## config.mk

```make
export PLATFORM = sky130hd
export DESIGN_NAME = pend_slot_search
export DESIGN_NICKNAME = d
export VERILOG_FILES = /design/src/rtl/pend_search_pkg.sv /design/src/rtl/pend_merge.sv /design/src/rtl/slot_wrap_next.sv /design/src/rtl/pend_search_ctrl.sv /design/src/rtl/pend_slot_search.sv
export SDC_FILE = /design/constraint.sdc
export NUM_CORES = 1
export LEC_CHECK = 0
export BUFFER_PORTS_ARGS = -buffer_cell sky130_fd_sc_hd__buf_4
export CORE_MARGIN = 2
export CORE_UTILIZATION = 44
export DETAILED_ROUTE_END_ITERATION = 10
export MAX_ROUTING_LAYER = met4
export PLACE_DENSITY = 0.75
export SYNTH_ARGS = -nofsm -noshare
export SYNTH_HDL_FRONTEND = slang
export SYNTH_SLANG_ARGS = --single-unit
```

## constraint.sdc

```tcl
create_clock -name clk -period 2.3 [get_ports clk]
set_clock_uncertainty 0.1 [all_clocks]
set_input_delay 0.115 -clock clk [delete_from_list [all_inputs] [get_ports clk]]
set_output_delay 0.115 -clock clk [all_outputs]
set_load 0.05 [all_outputs]
```

## src/rtl/pend_search_pkg.sv

```systemverilog
package pend_search_pkg;
  typedef enum logic [0:0] {
    SRCH_IDLE = 1'b0,
    SRCH_SCAN = 1'b1
  } srch_state_e;
endpackage

```

## src/rtl/pend_merge.sv

```systemverilog
module pend_merge #(
  parameter int SLOTS = 8
) (
  input  logic [SLOTS-1:0] ins_pend,
  input  logic [SLOTS-1:0] rem_pend,
  input  logic [SLOTS-1:0] fwr_pend,
  output logic [SLOTS-1:0] any_pend
);
  // a slot is pending if any of its three event bits is set
  for (genvar g = 0; g < SLOTS; g++) begin : g_slot
    assign any_pend[g] = ins_pend[g] | rem_pend[g] | fwr_pend[g];
  end
endmodule

```

## src/rtl/slot_wrap_next.sv

```systemverilog
module slot_wrap_next #(
  parameter int SLOTS = 8,
  parameter int CNT_W = $clog2(SLOTS + 1)
) (
  input  logic [$clog2(SLOTS)-1:0] cur_idx,
  input  logic [CNT_W-1:0]         cnt,
  output logic [$clog2(SLOTS)-1:0] nxt_idx
);
  localparam int IDX_W = $clog2(SLOTS);
  logic [CNT_W-1:0] inc;

  always_comb begin
    inc = CNT_W'(cur_idx) + CNT_W'(1);
    // wrap after the last populated slot
    if (inc >= cnt) nxt_idx = '0;
    else            nxt_idx = inc[IDX_W-1:0];
  end
endmodule

```

## src/rtl/pend_search_ctrl.sv

```systemverilog
module pend_search_ctrl
  import pend_search_pkg::*;
#(
  parameter int SLOTS = 8,
  parameter int SEL_W = 8,
  parameter int CNT_W = $clog2(SLOTS + 1)
) (
  input  logic                     clk,
  input  logic                     rst,
  input  logic                     start,
  input  logic [SEL_W-1:0]         sel_in,
  input  logic [CNT_W-1:0]         slot_cnt,
  input  logic                     hit,
  input  logic [$clog2(SLOTS)-1:0] nxt_idx,
  output logic [$clog2(SLOTS)-1:0] idx_q,
  output logic [CNT_W-1:0]         cnt_q,
  output logic                     busy,
  output logic                     done,
  output logic                     found,
  output logic [SEL_W-1:0]         sel_out
);
  localparam int IDX_W = $clog2(SLOTS);
  localparam int CMP_W = (SEL_W > CNT_W) ? SEL_W : CNT_W;

  srch_state_e      state_q;
  logic [IDX_W-1:0] base_q;
  logic [CNT_W-1:0] cnt_eff;
  logic             out_range;

  always_comb begin
    cnt_eff   = (slot_cnt > CNT_W'(SLOTS)) ? CNT_W'(SLOTS) : slot_cnt;
    out_range = CMP_W'(sel_in) >= CMP_W'(cnt_eff);
  end

  always_ff @(posedge clk) begin
    if (rst) begin
      state_q <= SRCH_IDLE;
      idx_q   <= '0;
      base_q  <= '0;
      cnt_q   <= '0;
      busy    <= 1'b0;
      done    <= 1'b0;
      found   <= 1'b0;
      sel_out <= '0;
    end else begin
      done <= 1'b0;
      case (state_q)
        SRCH_IDLE: begin
          if (start) begin
            if (out_range) begin
              done    <= 1'b1;
              found   <= 1'b0;
              sel_out <= sel_in;
            end else begin
              state_q <= SRCH_SCAN;
              busy    <= 1'b1;
              idx_q   <= sel_in[IDX_W-1:0];
              base_q  <= sel_in[IDX_W-1:0];
              cnt_q   <= cnt_eff;
            end
          end
        end
        SRCH_SCAN: begin
          if (hit) begin
            state_q <= SRCH_IDLE;
            busy    <= 1'b0;
            done    <= 1'b1;
            found   <= 1'b1;
            sel_out <= SEL_W'(idx_q);
          end else if (nxt_idx == base_q) begin
            state_q <= SRCH_IDLE;
            busy    <= 1'b0;
            done    <= 1'b1;
            found   <= 1'b0;
            sel_out <= SEL_W'(base_q);
          end else begin
            idx_q <= nxt_idx;
          end
        end
        default: state_q <= SRCH_IDLE;
      endcase
    end
  end

  assert_done_not_busy_R6: assert property (@(posedge clk) disable iff (rst)
    done |-> !busy);
  assert_busy_from_start_R7: assert property (@(posedge clk) disable iff (rst)
    $rose(busy) |-> $past(start));
  assert_idx_in_range_R4: assert property (@(posedge clk) disable iff (rst)
    busy |-> (CNT_W'(idx_q) < cnt_q));
  assert_miss_keeps_sel_R5: assert property (@(posedge clk) disable iff (rst)
    (busy && !hit && nxt_idx == base_q) |=> (done && !found && sel_out == SEL_W'($past(base_q))));
  assert_out_range_R8: assert property (@(posedge clk) disable iff (rst)
    (start && !busy && out_range) |=> (done && !found && !busy));
  assert_hold_R9: assert property (@(posedge clk) disable iff (rst)
    (!done && !$past(rst)) |-> ($stable(sel_out) && $stable(found)));
endmodule

```

## src/rtl/pend_slot_search.sv

```systemverilog
module pend_slot_search #(
  parameter int SLOTS = 8,
  parameter int SEL_W = 8,
  parameter int CNT_W = $clog2(SLOTS + 1)
) (
  input  logic             clk,
  input  logic             rst,
  input  logic             start,
  input  logic [SEL_W-1:0] sel_in,
  input  logic [CNT_W-1:0] slot_cnt,
  input  logic [SLOTS-1:0] ins_pend,
  input  logic [SLOTS-1:0] rem_pend,
  input  logic [SLOTS-1:0] fwr_pend,
  output logic             busy,
  output logic             done,
  output logic             found,
  output logic [SEL_W-1:0] sel_out
);
  localparam int IDX_W = $clog2(SLOTS);

  logic [SLOTS-1:0] any_pend;
  logic [IDX_W-1:0] idx_q;
  logic [IDX_W-1:0] nxt_idx;
  logic [CNT_W-1:0] cnt_q;
  logic             hit;

  pend_merge #(.SLOTS(SLOTS)) u_merge (
    .ins_pend(ins_pend),
    .rem_pend(rem_pend),
    .fwr_pend(fwr_pend),
    .any_pend(any_pend)
  );

  assign hit = any_pend[idx_q];

  slot_wrap_next #(.SLOTS(SLOTS), .CNT_W(CNT_W)) u_wrap (
    .cur_idx(idx_q),
    .cnt    (cnt_q),
    .nxt_idx(nxt_idx)
  );

  pend_search_ctrl #(.SLOTS(SLOTS), .SEL_W(SEL_W), .CNT_W(CNT_W)) u_ctrl (
    .clk     (clk),
    .rst     (rst),
    .start   (start),
    .sel_in  (sel_in),
    .slot_cnt(slot_cnt),
    .hit     (hit),
    .nxt_idx (nxt_idx),
    .idx_q   (idx_q),
    .cnt_q   (cnt_q),
    .busy    (busy),
    .done    (done),
    .found   (found),
    .sel_out (sel_out)
  );

  assert_reset_R1: assert property (@(posedge clk) rst |=> (!busy && !done && !found && sel_out == '0));
  assert_hit_reports_R3: assert property (@(posedge clk) disable iff (rst)
    (busy && hit) |=> (done && found));
endmodule

```

* Word level (Yosys, flattened, before mapping)
Cells that the tools add are included.
Cells by class: divide/modulo/power cells 0, mux-type cells 33, bitwise logic cells 18, $lt $le $gt $ge 4, reductions and logical operators 4, multiply operators 0, add/subtract/negate cells 1, shift-type cells 0, eq/ne operators 7
Operators by type and width (count):
- $mux 8 | 4
- $mux 1 | 16
- $or 1x1->1 | 16
- $pmux 8 s2 | 1
- $mux 3 | 5
- $reduce_and 3->1 | 3
- $ge 8x4->1 | 1
- $ne 2x2->1 const B | 4
- $pmux 1 s2 | 4
- $pmux 3 s2 | 1
- $add 3x1->4 const B | 1
- $ge 4x4->1 | 1
- $gt 4x4->1 const B | 1
- $lt 3x4->1 const B | 1
- $mux 4 | 1
- $reduce_and 4->1 | 1
- $bmux 1 s3 | 1
- $eq 3x3->1 | 1
- $ne 3x3->1 const B | 1
- $ne 2x1->1 const B | 1
- $not 1->1 | 2
Word-level totals: flip-flop bits (word level) 22, bits in read-only memories 0, input port bits 39, memories 0, latch bits 0, word-level logic and storage cells 75, RAM bits 0

* Longest topological paths before layout
Gate-level depths: netlist (run 1).
word-level depth 7, mapped depth 10

* Cells and area by module
Synthesis (run 1) repeated with hierarchy kept, for this count alone.
Second synthesis, totals: cells, all modules 141, area, all modules 1348.8 um^2
Modules (own cells, without submodules):
- pend_search_ctrl | seq. area each 440.4 um^2, times used 1, area an instance 1098.6 um^2, cells each 112
- slot_wrap_next | seq. area each 0.0 um^2, times used 1, area an instance 136.4 um^2, cells each 18
- pend_slot_search | seq. area each 0.0 um^2, times used 1, area an instance 63.8 um^2, cells each 3
- pend_merge | seq. area each 0.0 um^2, times used 1, area an instance 50.0 um^2, cells each 8

* Worst setup path before layout (run 1)
No wires, ideal clock.
path type reg2reg, start register u_ctrl.idx_q[1], end register u_ctrl.idx_q[1], buffers on the path 0, data required time 2070 ps, slack -137 ps, data arrival time 2206 ps, cell stages (with the launch flop) 9, path through dfxtp_1 > ha_1 > ha_1 > o211ai_1 > o21ai_0 > o211a_1 > o21a_1 > a2111oi_0 > nor4_1
Between the ends: longest elaborated chain between the ends 6, elaborated cells on any way between the ends 12, those cells by class add/sub: 1; order compare: 1; eq/ne: 3; mux: 6; reduce/logical: 1
RTL lines:
- start, declared | RTL line pend_search_ctrl.sv:15 | output logic [$clog2(SLOTS)-1:0] idx_q,
- start signal, assigned | RTL line pend_search_ctrl.sv:57 | idx_q <= sel_in[IDX_W-1:0];
- start signal, assigned | RTL line pend_search_ctrl.sv:77 | idx_q <= nxt_idx;
- $add 3x1->4 | RTL line slot_wrap_next.sv:13 | inc = CNT_W'(cur_idx) + CNT_W'(1);
- $ge 4x4->1 | RTL line slot_wrap_next.sv:15 | if (inc >= cnt) nxt_idx = '0;
- $mux 3 | RTL line slot_wrap_next.sv:15
- $eq 3x3->1 or $mux 3 (tied branches) | RTL line pend_search_ctrl.sv:70 | end else if (nxt_idx == base_q) begin
- $ne 2x2->1 (no source line) or $mux 3 (tied branches)
- $reduce_and 4->1 (no source line) or $pmux 3 s2 (tied branches)
Parallel ways exist; a longest one is shown, timed or not. The select of a mux whose other input is x is not followed. A chain may end at the register's enable or synchronous reset.

* Final worst setup path (run 1)
start register u_ctrl.idx_q[0], end register u_ctrl.sel_out[2]
Between the ends: longest elaborated chain between the ends 6, elaborated cells on any way between the ends 10, those cells by class add/sub: 1; order compare: 1; eq/ne: 2; mux: 5; reduce/logical: 1
RTL lines:
- $add 3x1->4 | RTL line slot_wrap_next.sv:13
- $ge 4x4->1 | RTL line slot_wrap_next.sv:15
- $mux 3 | RTL line slot_wrap_next.sv:15
- $eq 3x3->1 | RTL line pend_search_ctrl.sv:70
- $ne 3x3->1 (no source line)
- $reduce_and 3->1 (no source line)
- end signal, assigned | RTL line pend_search_ctrl.sv:53 | sel_out <= sel_in;
- end signal, assigned | RTL line pend_search_ctrl.sv:69 | sel_out <= SEL_W'(idx_q);
- end signal, assigned | RTL line pend_search_ctrl.sv:75 | sel_out <= SEL_W'(base_q);
- end, declared | RTL line pend_search_ctrl.sv:20 | output logic [SEL_W-1:0] sel_out
Parallel ways exist; a longest one is shown, timed or not. The select of a mux whose other input is x is not followed.

==> reports/qor.yml, run 1 <==
r2r-start: "u_ctrl.idx_q[0]"
syn_avg_cell_area_sq_um: 8.49
worst_slew_pin_slew_ns: 0.575
layout_common_cells: "buf_4 (60), dfxtp_1 (19), nor2_1 (15)"
netlist_top_cells_area: "dfxtp_1 (32%), ha_1 (8.1%), mux2i_1 (5.1%)"
antenna_found_initial: 0
grt_max_degree: 24
gr-total-overflow: 0
nFillCells: 218
routed_wl_um: 3970
arrival_ns: 2.51
endpoint_kind: "register"
synth_edf_count: 0
drc: 0
clk_latency_ns: 0.31
outcome: "finished, violations left"
worst_r2r_endpoint: "u_ctrl.sel_out[2]"
clock_path_buffers: 2
root_buffer: "clkbuf_4"
grt_usage: 0.227
slew_headroom: 0.611
slowest_stage: "dfxtp_4"
synth_area_leader_cell: "dfxtp_1"
cts_sinks: 22
syn-cell-area_sq_um: 1380
wl_met2_um: 2020
regToRegSetupSlack_ns: -0.08
die-area_sq_um: 3610
routed.top_layer: "met4"
yosysWarningCount: 0
grt_pass1_wl_um: 6070
finalHoldViolCount: 0
min_path_type: "in2reg"
placedCellCount: 259
nNetsFinal: 282
syn_to_final_growth_pct: 58.0
place.port_buffers: 49
cpPeakStageDelay_ns: 0.38
final_common_cell: "buf_4"
pin_count: 50
place_congestion: 0.965
max_freq_mhz: 421
synth_fp_nets: 211
drt_pre_antenna_iters: 5
crit_top_cell: "o211ai_1"
reg2regPathDepth: 9
layout_setup_ws_ns: -0.0756
synth.distinct_cells: 44
finalCriticalPeriod_ns: 2.38
path_clk_slew_ns: 0.14
core.rowCount: 20
rsz0062_at_grt: "yes"
crit_end: "u_ctrl.sel_out[2]"
met1_length_um: 1580
via_count: 1547
p_leak_uw: 0.000925
numCtsBuffers: 3
path_class: "reg2reg"
pre_cts_ws_ns: -0.112
tritoncts: "done"
final_cells: 277
ir_drop_v: 0.000371
dieHeight_um: 60.1
synthArstFlopShare: 0
start_kind: "register"
period_share: 1.03
drt_iter0_markers: 75
slew_violations: 0
violations: "negative setup slack"
cap_violations: 0
drive_above_1_share: 0.395
crit_path_max_fanout: 5
die_w_um: 60.1
start_util: 0.457
required_ns: 2.44
setup_violations: 8
dp_hpwl_um: 2900
diodes: 0
cp-startpoint: "u_ctrl.idx_q[0]"
syn_inst: 163
ys.flop_type: "dfxtp_1"
grt_pass1_vias: 1490
cp_cell_sequence: "ha_4, xor2_4, ha_1, o211ai_1, o211ai_1, xor2_1, o21a_4, nor4_4, a211oi_1"
powerDensity_nw_per_um2: 421
drt-vias-per-instance: 5.58
seq_area_frac_synth: 0.318
drt-wirelength-per-cell_um: 14.3
dr_wl_met3_um: 287
ant_nets: 0
synth_seq_cells: 22
min_path_cells: 2
synth_top_cell_area_share: 0.318
core_sq_um: 3030
htree_levels: 1
[registers in the layout (all words and copies together) (netlist names)]
| name | cells |
|---|---|
| u_ctrl.base_q | 3 |
| u_ctrl.busy | 1 |
| u_ctrl.cnt_q | 4 |
| u_ctrl.done | 1 |
| u_ctrl.found | 1 |
| u_ctrl.idx_q | 3 |
| u_ctrl.sel_out | 8 |
| u_ctrl.state_q | 1 |
[worst min path at each step]
stage	to	slack (ns)	start
floorplan	u_ctrl.idx_q[1]	0.09	rst
global placement	u_ctrl.cnt_q[3]	0.27	slot_cnt[3]
detailed placement	u_ctrl.sel_out[7]	0.28	sel_in[7]
CTS	u_ctrl.sel_out[5]	0.03	rst
global route	u_ctrl.found	0.05	rst
finish	u_ctrl.found	0.04	rst
[critical path, delay by kind of cell (launching register included)]
kind	cells	cell delay [ns]
adders and majority gates	2	0.45
DFF	1	0.38
AOI/OAI and AO/OA	4	0.88
xor gates and xnor gates	2	0.43
and+or+nand+nor	1	0.06
[routing by layer]
layer,up-vias,global-route usage
met4,0,0.0508
met1,708,0.258
met3,14,0.0281
met5,-,-
li1,749,-
met2,76,0.421
[synth_stat cells (all sizes together), types with 5 or more instances]
cell type	count
a21oi	11
buf	5
dfxtp	22
ha	9
inv	7
mux2i	7
nand2	10
nand2b	5
nand4	5
nor2	15
nor3	5
nor4	9
nor4b	6
o21ai	6
[area by class of cell]
| cell class | count | area [sq um] | area share |
|---|---|---|---|
| multi-input cells | 126 | 1010 | 0.463 |
| repair buffers | 74 | 594 | 0.272 |
| flip-flops and latches | 22 | 447 | 0.204 |
| well taps | 44 | 55.1 | 0.0252 |
| clock inverters | 1 | 30.0 | 0.0137 |
| inverters | 7 | 26.3 | 0.0120 |
| clock buffers | 3 | 22.5 | 0.0103 |
[through the flow]
stage / instance area [sq um] / util / power, uW / hold WS [ns] / setup TNS, ns
after global placement: 1870 / 0.619 / 592 / 0.271 / -0.00113
after global routing: 2190 / 0.722 / 954 / 0.0541 / -1.75
after CTS: 2070 / 0.685 / 907 / 0.0272 / -0.0331
after floorplan: 1410 / - / 507 / 0.0860 / 0
after detailed placement: 1870 / 0.619 / 595 / 0.282 / -0.179
final: 2190 / 0.722 / 921 / 0.0420 / -0.283
[cells by family after synthesis]
logic type	after synthesis	share of synthesized area
compound gates	38	0.183
fa+ha+maj	9	0.0814
simple gates	69	0.297
buf+inv	15	0.0515
flops	22	0.318
xor+xnor	3	0.0190
mux	7	0.0506
[power by group]
part	switching, uW	internal [uW]	leakage (uW)
logic	109	109	0.000716
registers	9.71	393	0.000181
clock network	125	176	0.0000279
[what timing repair did]
| item | in CTS | in global routing |
|---|---|---|
| hold buffers | 11 | 0 |
| buffers inserted | 0 | 3 |
| setup endpoints to repair | 4 | 18 |
| resized for setup | 8 | 18 |
| pin swaps | 3 | 24 |
| endpoints found under the hold margin | 11 | 0 |
| cloned | 0 | 0 |
Note: power is estimated with default switching activity, not from simulation.
==> run 2, diff against run 1 <==
- ABC_AREA: unset -> 1
- CORE_UTILIZATION: 44 -> 45
==> run 2 against run 1 <==
The run now ends clean; sequential share of layout area fell by 1.2 points; power grew 9.9%; fmax rose by 4.3%; routed wire length up 11%; synthesized area grew 11%; critical path depth increased by 3; via count is 14% higher; critical endpoint is now u_ctrl.sel_out[7].
==> reports/qor.yml, run 2 <==
outcome: "finished clean"
dieHeight_um: 62.3  # +3.7%
drive_above_1_share: 0.343  # -0.0517
grt_pass1_wl_um: 6740  # +11%
nFillCells: 299  # +37%
syn_avg_cell_area_sq_um: 6.57  # -23%
period_share: 0.990  # -0.0424
clk_latency_ns: 0.33  # +0.02 ns
diodes: 0  # unchanged
synth_fa_ha_area_frac: 0.0736  # -0.00778
grt_pass1_vias: 1635  # +9.7%
synth_top_cell_area_share: 0.288  # -0.0304
synth_top_family_by_area: "simple AND/OR/NAND/NOR gates"
layout_setup_ws_ns: 0.0220  # +0.0976 ns
slew_headroom: 0.728  # +0.117
synthArstFlopShare: 0  # unchanged
pin_count: 50  # unchanged
cts_sinks: 22  # unchanged
finalCriticalPeriod_ns: 2.28  # -0.0976 ns
clock_path_buffers: 2  # unchanged
path_buf_inv: 2  # +2
ys.flop_type: "dfxtp_1"
synth_compound_area_frac: 0.0908  # -0.0919
cpPeakStageDelay_ns: 0.40  # +0.02 ns
crit_top_cell: "nand4_1"
finalHoldViolCount: 0  # unchanged
antenna_found_initial: 0  # unchanged
drt-vias-per-instance: 5.02  # -10%
path_clk_slew_ns: 0.14  # about the same
endpoint_kind: "register"
required_ns: 2.44  # about the same
cpLargestDelayFamily: "simple AND/OR/NAND/NOR gates"
synth_area_leader_cell: "dfxtp_1"
fin_util: 0.706  # -0.0167
drt_iter0_markers: 74  # -1.3%
start_util: 0.462  # +0.00518
place.port_buffers: 49  # unchanged
largest_reg_flops: 8  # unchanged
die-area_sq_um: 3880  # +7.6%
yosys.area_share.simple: 0.419  # +0.123
tritoncts: "done"
ant_nets: 0  # unchanged
slowest_stage: "dfxtp_4"
synth_edf_count: 0  # unchanged
drc: 0  # unchanged
cp_cell_sequence: "inv_4, nor3_2, ha_1, a21oi_4, nand4_1, nand2_1, nand2_2, nor2_4, nand2_4, buf_12, nand4_1, a21oi_2"
netlist_top_cells_area: "dfxtp_1 (29%), nand2_1 (13%), nor2_1 (8.8%)"
worst_slew_pin_slew_ns: 0.407  # -0.168 ns
multiInputGateArea_sq_um: 1030  # +2.1%
dp_hpwl_um: 2960  # +2.1%
synth_common_cells: "nand2_1 (54), nor2_1 (36), inv_1 (35), dfxtp_1 (22), nand4_1 (18)"
ir_drop_v: 0.000311  # -16%
core.rowCount: 21  # +5.0%
setup_violations: 0  # -8
gr-total-overflow: 0  # unchanged
layout_common_cells: "buf_4 (63), nand2_1 (51), nor2_1 (34)"
root_buffer: "clkbuf_4"
place_congestion: 0.905  # -6.3%
die_w_um: 62.3  # +3.7%
seq_area_frac_synth: 0.288  # -0.0304
synthXorXnorAreaFrac: 0  # -0.0190
pre_cts_ws_ns: -0.0547  # +0.0570 ns
via_count: 1768  # +14%
timing.hold.ws_ns: 0.00307  # -0.0389 ns
top_regs: "u_ctrl.sel_out: 8 flops, u_ctrl.cnt_q: 4 flops"
final_common_cell: "buf_4"
start_kind: "register"
htree_levels: 1  # unchanged
synth_seq_cells: 22  # unchanged
synthMuxAreaShare: 0  # -0.0506
synth.distinct_cells: 27  # -39%
path_class: "reg2reg"
max_freq_mhz: 439  # +4.3%
drt_pre_antenna_iters: 4  # -1
grt_usage: 0.220  # -0.00699
syn_inst: 233  # +43%
crit_path_max_fanout: 6  # +1
cap_violations: 0  # unchanged
largest-register: "u_ctrl.sel_out"
syn_to_final_growth_pct: 52.7
setup_tns_ns: 0  # +0.283 ns
nNetsFinal: 355  # +26%
final-seq-area_sq_um: 448  # +0.28%
p_leak_uw: 0.00114  # +23%
powerDensity_nw_per_um2: 433  # +2.9%
slew_violations: 0  # unchanged
syn-cell-area_sq_um: 1530  # +11%
core_sq_um: 3310  # +9.3%
arrival_ns: 2.41  # -0.10 ns
grt_max_degree: 17  # -29%
rsz0062_at_grt: "yes"
min_path_type: "in2reg"
drt-wirelength-per-cell_um: 12.5  # -13%
numCtsBuffers: 3  # unchanged
synth.most_common_cell: "nand2_1"
yosysWarningCount: 0  # unchanged
routed_wl_um: 4400  # +11%
synth_fp_nets: 281  # +33%
## run 2: kinds of logic (layout without fill, tap and decap cells)
group           after synthesis  after routing
simple gates                135            136
buf+inv                      44            116
compound gates               23             23
fa+ha+maj                     9              9
flops                        22             22
## run 2: where the power goes
group / total (uW) / internal (uW) / switching [uW] / leakage (uW)
Sequential: 407 / 395 / 11.6 / 0.000181
Clock: 306 / 176 / 130 / 0.0000279
Combinational: 299 / 136 / 163 / 0.000927
Total: 1010 / 708 / 305 / 0.00114
## run 2: stage by stage
stage / cells / area (sq um) / power, uW
4_1_cts: 349 / 2170 / 985
6_report: 352 / 2340 / 1010
2_1_floorplan: 233 / 1530 / 563
5_1_grt: 352 / 2340 / 1060
3_5_place_dp: 334 / 2000 / 665
3_3_place_gp: 334 / 2000 / 661
## run 2: worst paths after layout
path | from | to | slack, ns | depth (start not counted)
max | u_ctrl.idx_q[0] | u_ctrl.sel_out[7] | 0.02 | 12
min | slot_cnt[2] | u_ctrl.cnt_q[2] | 0.003 | 3
max reg2reg | u_ctrl.idx_q[0] | u_ctrl.sel_out[7] | 0.02 | 12
min reg2reg | u_ctrl.cnt_q[1] | u_ctrl.cnt_q[1] | 0.40 | 2
## run 2: layer usage
metal	track usage	part of all wire	wire length (um)
met3	0.0399	0.071	313
met2	0.393	0.50	2200
met4	0.0833	0.016	69
met5	-	0	0
met1	0.245	0.41	1820
## run 2: worst min-delay path, delay by kind of cell
kind | cells | cell delay (ns)
buffers and inverters | 1 | 0.10
AND/OR/NAND/NOR | 1 | 0.09
AO/OA/AOI/OAI | 1 | 0.07
## run 2: layout make-up
type	instances	area share
Timing Repair Buffer	75	0.258
Multi-Input combinational cell	168	0.442
Clock buffer	3	0.00964
Inverter	37	0.0605
Sequential cell	22	0.192
Tap cell	46	0.0246
Clock inverter	1	0.0129
## run 2: timing repair
item                                    CTS  global route
hold buffers                             11             0
endpoints found under the hold margin    12             0
gates cloned                              0             1
pin swaps                                 1            15
buffers inserted                          0             2
gates resized for setup                   3            28
endpoints found under the setup margin    6            15
==> run 3, diff against run 2 <==
- CORE_UTILIZATION: 45 -> 38
- PLACE_DENSITY: 0.75 -> 0.65
==> run 3 against run 2 <==
Critical path type unchanged; critical endpoint is now u_ctrl.idx_q[1]; non-clock buffer count decreased by 10; final cell count decreased by 1.7%; utilization fell by 15 points; cell area is 5.6% lower; first-iteration DRC count down 11%; die area rose by 17%; power increased by 3.0%; clock power is 20% higher; worst setup slack better by 0.13 ns; fmax grew 6.0%; count of clock-buffer cells in the layout is the same.
==> reports/qor.yml, run 3 (synthesis results as in run 2) <==
clock_path_buffers: 2  # unchanged
fin_util: 0.559  # -0.146
powerDensity_nw_per_um2: 473  # +9.1%
finalCriticalPeriod_ns: 2.15  # -0.128 ns
top_regs: "u_ctrl.sel_out: 8 flops, u_ctrl.cnt_q: 4 flops"
die_w_um: 67.5  # +8.2%
cpPeakStageDelay_ns: 0.38  # -0.02 ns
path_clk_slew_ns: 0.08  # -0.06 ns
tritoncts: "done"
crit_path_max_fanout: 8  # +2
via_count: 1673  # -5.4%
period_share: 0.935  # -0.0558
final_cells: 346  # -1.7%
pin_count: 50  # unchanged
layout_common_cells: "buf_4 (65), nand2_1 (48), nor2_1 (34)"
drc: 0  # unchanged
setup_violations: 0  # unchanged
min_path_cells: 2  # -1
grt_pass1_vias: 1521  # -7.0%
ant_nets: 0  # unchanged
core.rowCount: 23  # +9.5%
finalHoldViolCount: 0  # unchanged
dp_hpwl_um: 2880  # -2.7%
nNetsFinal: 345  # -2.8%
path_class: "reg2reg"
start_util: 0.388  # -0.0741
dieHeight_um: 67.5  # +8.2%
place.port_buffers: 49  # unchanged
slew_violations: 0  # unchanged
setup_tns_ns: 0  # unchanged
syn_to_final_growth_pct: 44.1
largest-register: "u_ctrl.sel_out"
min_path_type: "in2reg"
numCtsBuffers: 3  # unchanged
reg2regPathDepth: 13  # +1
final_common_cell: "buf_4"
outcome: "finished clean"
drt_iter0_markers: 66  # -11%
cpLargestDelayFamily: "simple AND/OR/NAND/NOR gates"
grt_usage: 0.181  # -0.0399
max_freq_mhz: 465  # +6.0%
htree_levels: 1  # unchanged
start_kind: "register"
core_sq_um: 3940  # +19%
p_leak_uw: 0.00109  # -4.4%
worst_slew_pin_slew_ns: 0.459  # +0.0520 ns
routed_wl_um: 3820  # -13%
timing.hold.ws_ns: 0.000220  # -0.00285 ns
cap_violations: 0  # unchanged
worstSetupPathDepth: 13  # +1
arrival_ns: 2.22  # -0.19 ns
required_ns: 2.37  # -0.07 ns
antenna_found_initial: 0  # unchanged
drive_above_1_share: 0.345  # +0.00146
grt_pass1_wl_um: 6240  # -7.4%
die-area_sq_um: 4550  # +17%
ir_drop_v: 0.000262  # -16%
crit_top_cell: "nand2_1"
drt_pre_antenna_iters: 4  # unchanged
gr-total-overflow: 0  # unchanged
cts_sinks: 22  # unchanged
path_buf_inv: 2  # unchanged
diodes: 0  # unchanged
grt_max_degree: 17  # unchanged
drt-vias-per-instance: 4.84  # -3.7%
root_buffer: "clkbuf_8"
drt-wirelength-per-cell_um: 11.1  # -12%
cts_hold_buf: 0  # -11
endpoint_kind: "register"
finalPower_uw: 1040  # +3.0%
largest_reg_flops: 8  # unchanged
slew_headroom: 0.693  # -0.0352
cp_cell_sequence: "inv_2, nor3_2, ha_1, a21oi_4, nand4_1, nand2_1, nand2_2, nor2_4, nand2_4, nand3_4, nand2_1, inv_1, nor2_1"
place_congestion: 0.888  # -1.9%
clk_latency_ns: 0.27  # -0.06 ns
rsz0062_at_grt: "yes"
placedCellCount: 338  # +1.2%
slowest_stage: "dfxtp_4"
==> run 3: final timing paths <==
kind	end	startpoint	slack, ns
worst max-delay path	u_ctrl.idx_q[1]	u_ctrl.idx_q[0]	0.15
worst min register to register	u_ctrl.found	u_ctrl.found	0.39
worst max register to register	u_ctrl.idx_q[1]	u_ctrl.idx_q[0]	0.15
worst min-delay path	u_ctrl.sel_out[4]	rst	0.0002
==> run 3: report_power, final <==
part | leakage (uW) | switching [uW] | internal (uW)
clock network | 0.0000357 | 133 | 233
registers | 0.000181 | 9.64 | 395
logic | 0.000870 | 151 | 120
==> run 3: routing by layer <==
metal	GRT usage	routed length [um]	vias to the layer above
met4	0.0510	29	0
met5	-	0	-
met3	0.0300	222	4
met2	0.319	1880	50
met1	0.210	1690	734
li1	-	-	885
==> run 3: repair_timing <==
item | 4_1_cts | 5_1_grt
resized for setup | 2 | 23
setup buffers | 0 | 3
cloned | 0 | 1
pin swaps | 0 | 17
endpoints found under the setup margin | 6 | 15
==> run 3: area by class of cell <==
cell class	count	area, sq um
Clock buffer	3	41.3
Clock inverter	1	30.0
Fill cell	397	1740
Inverter	37	139
Multi-Input combinational cell	168	998
Sequential cell	22	445
Tap cell	50	62.6
Timing Repair Buffer	65	488
==> run 3: stage by stage <==
stage / cell area [sq um] / setup WS [ns]
after floorplan: 1530 / 0.136
after global placement: 2000 / -0.0117
after global routing: 2200 / -0.0399
final: 2200 / 0.150
after detailed placement: 2000 / -0.0440
after CTS: 2080 / 0.0156
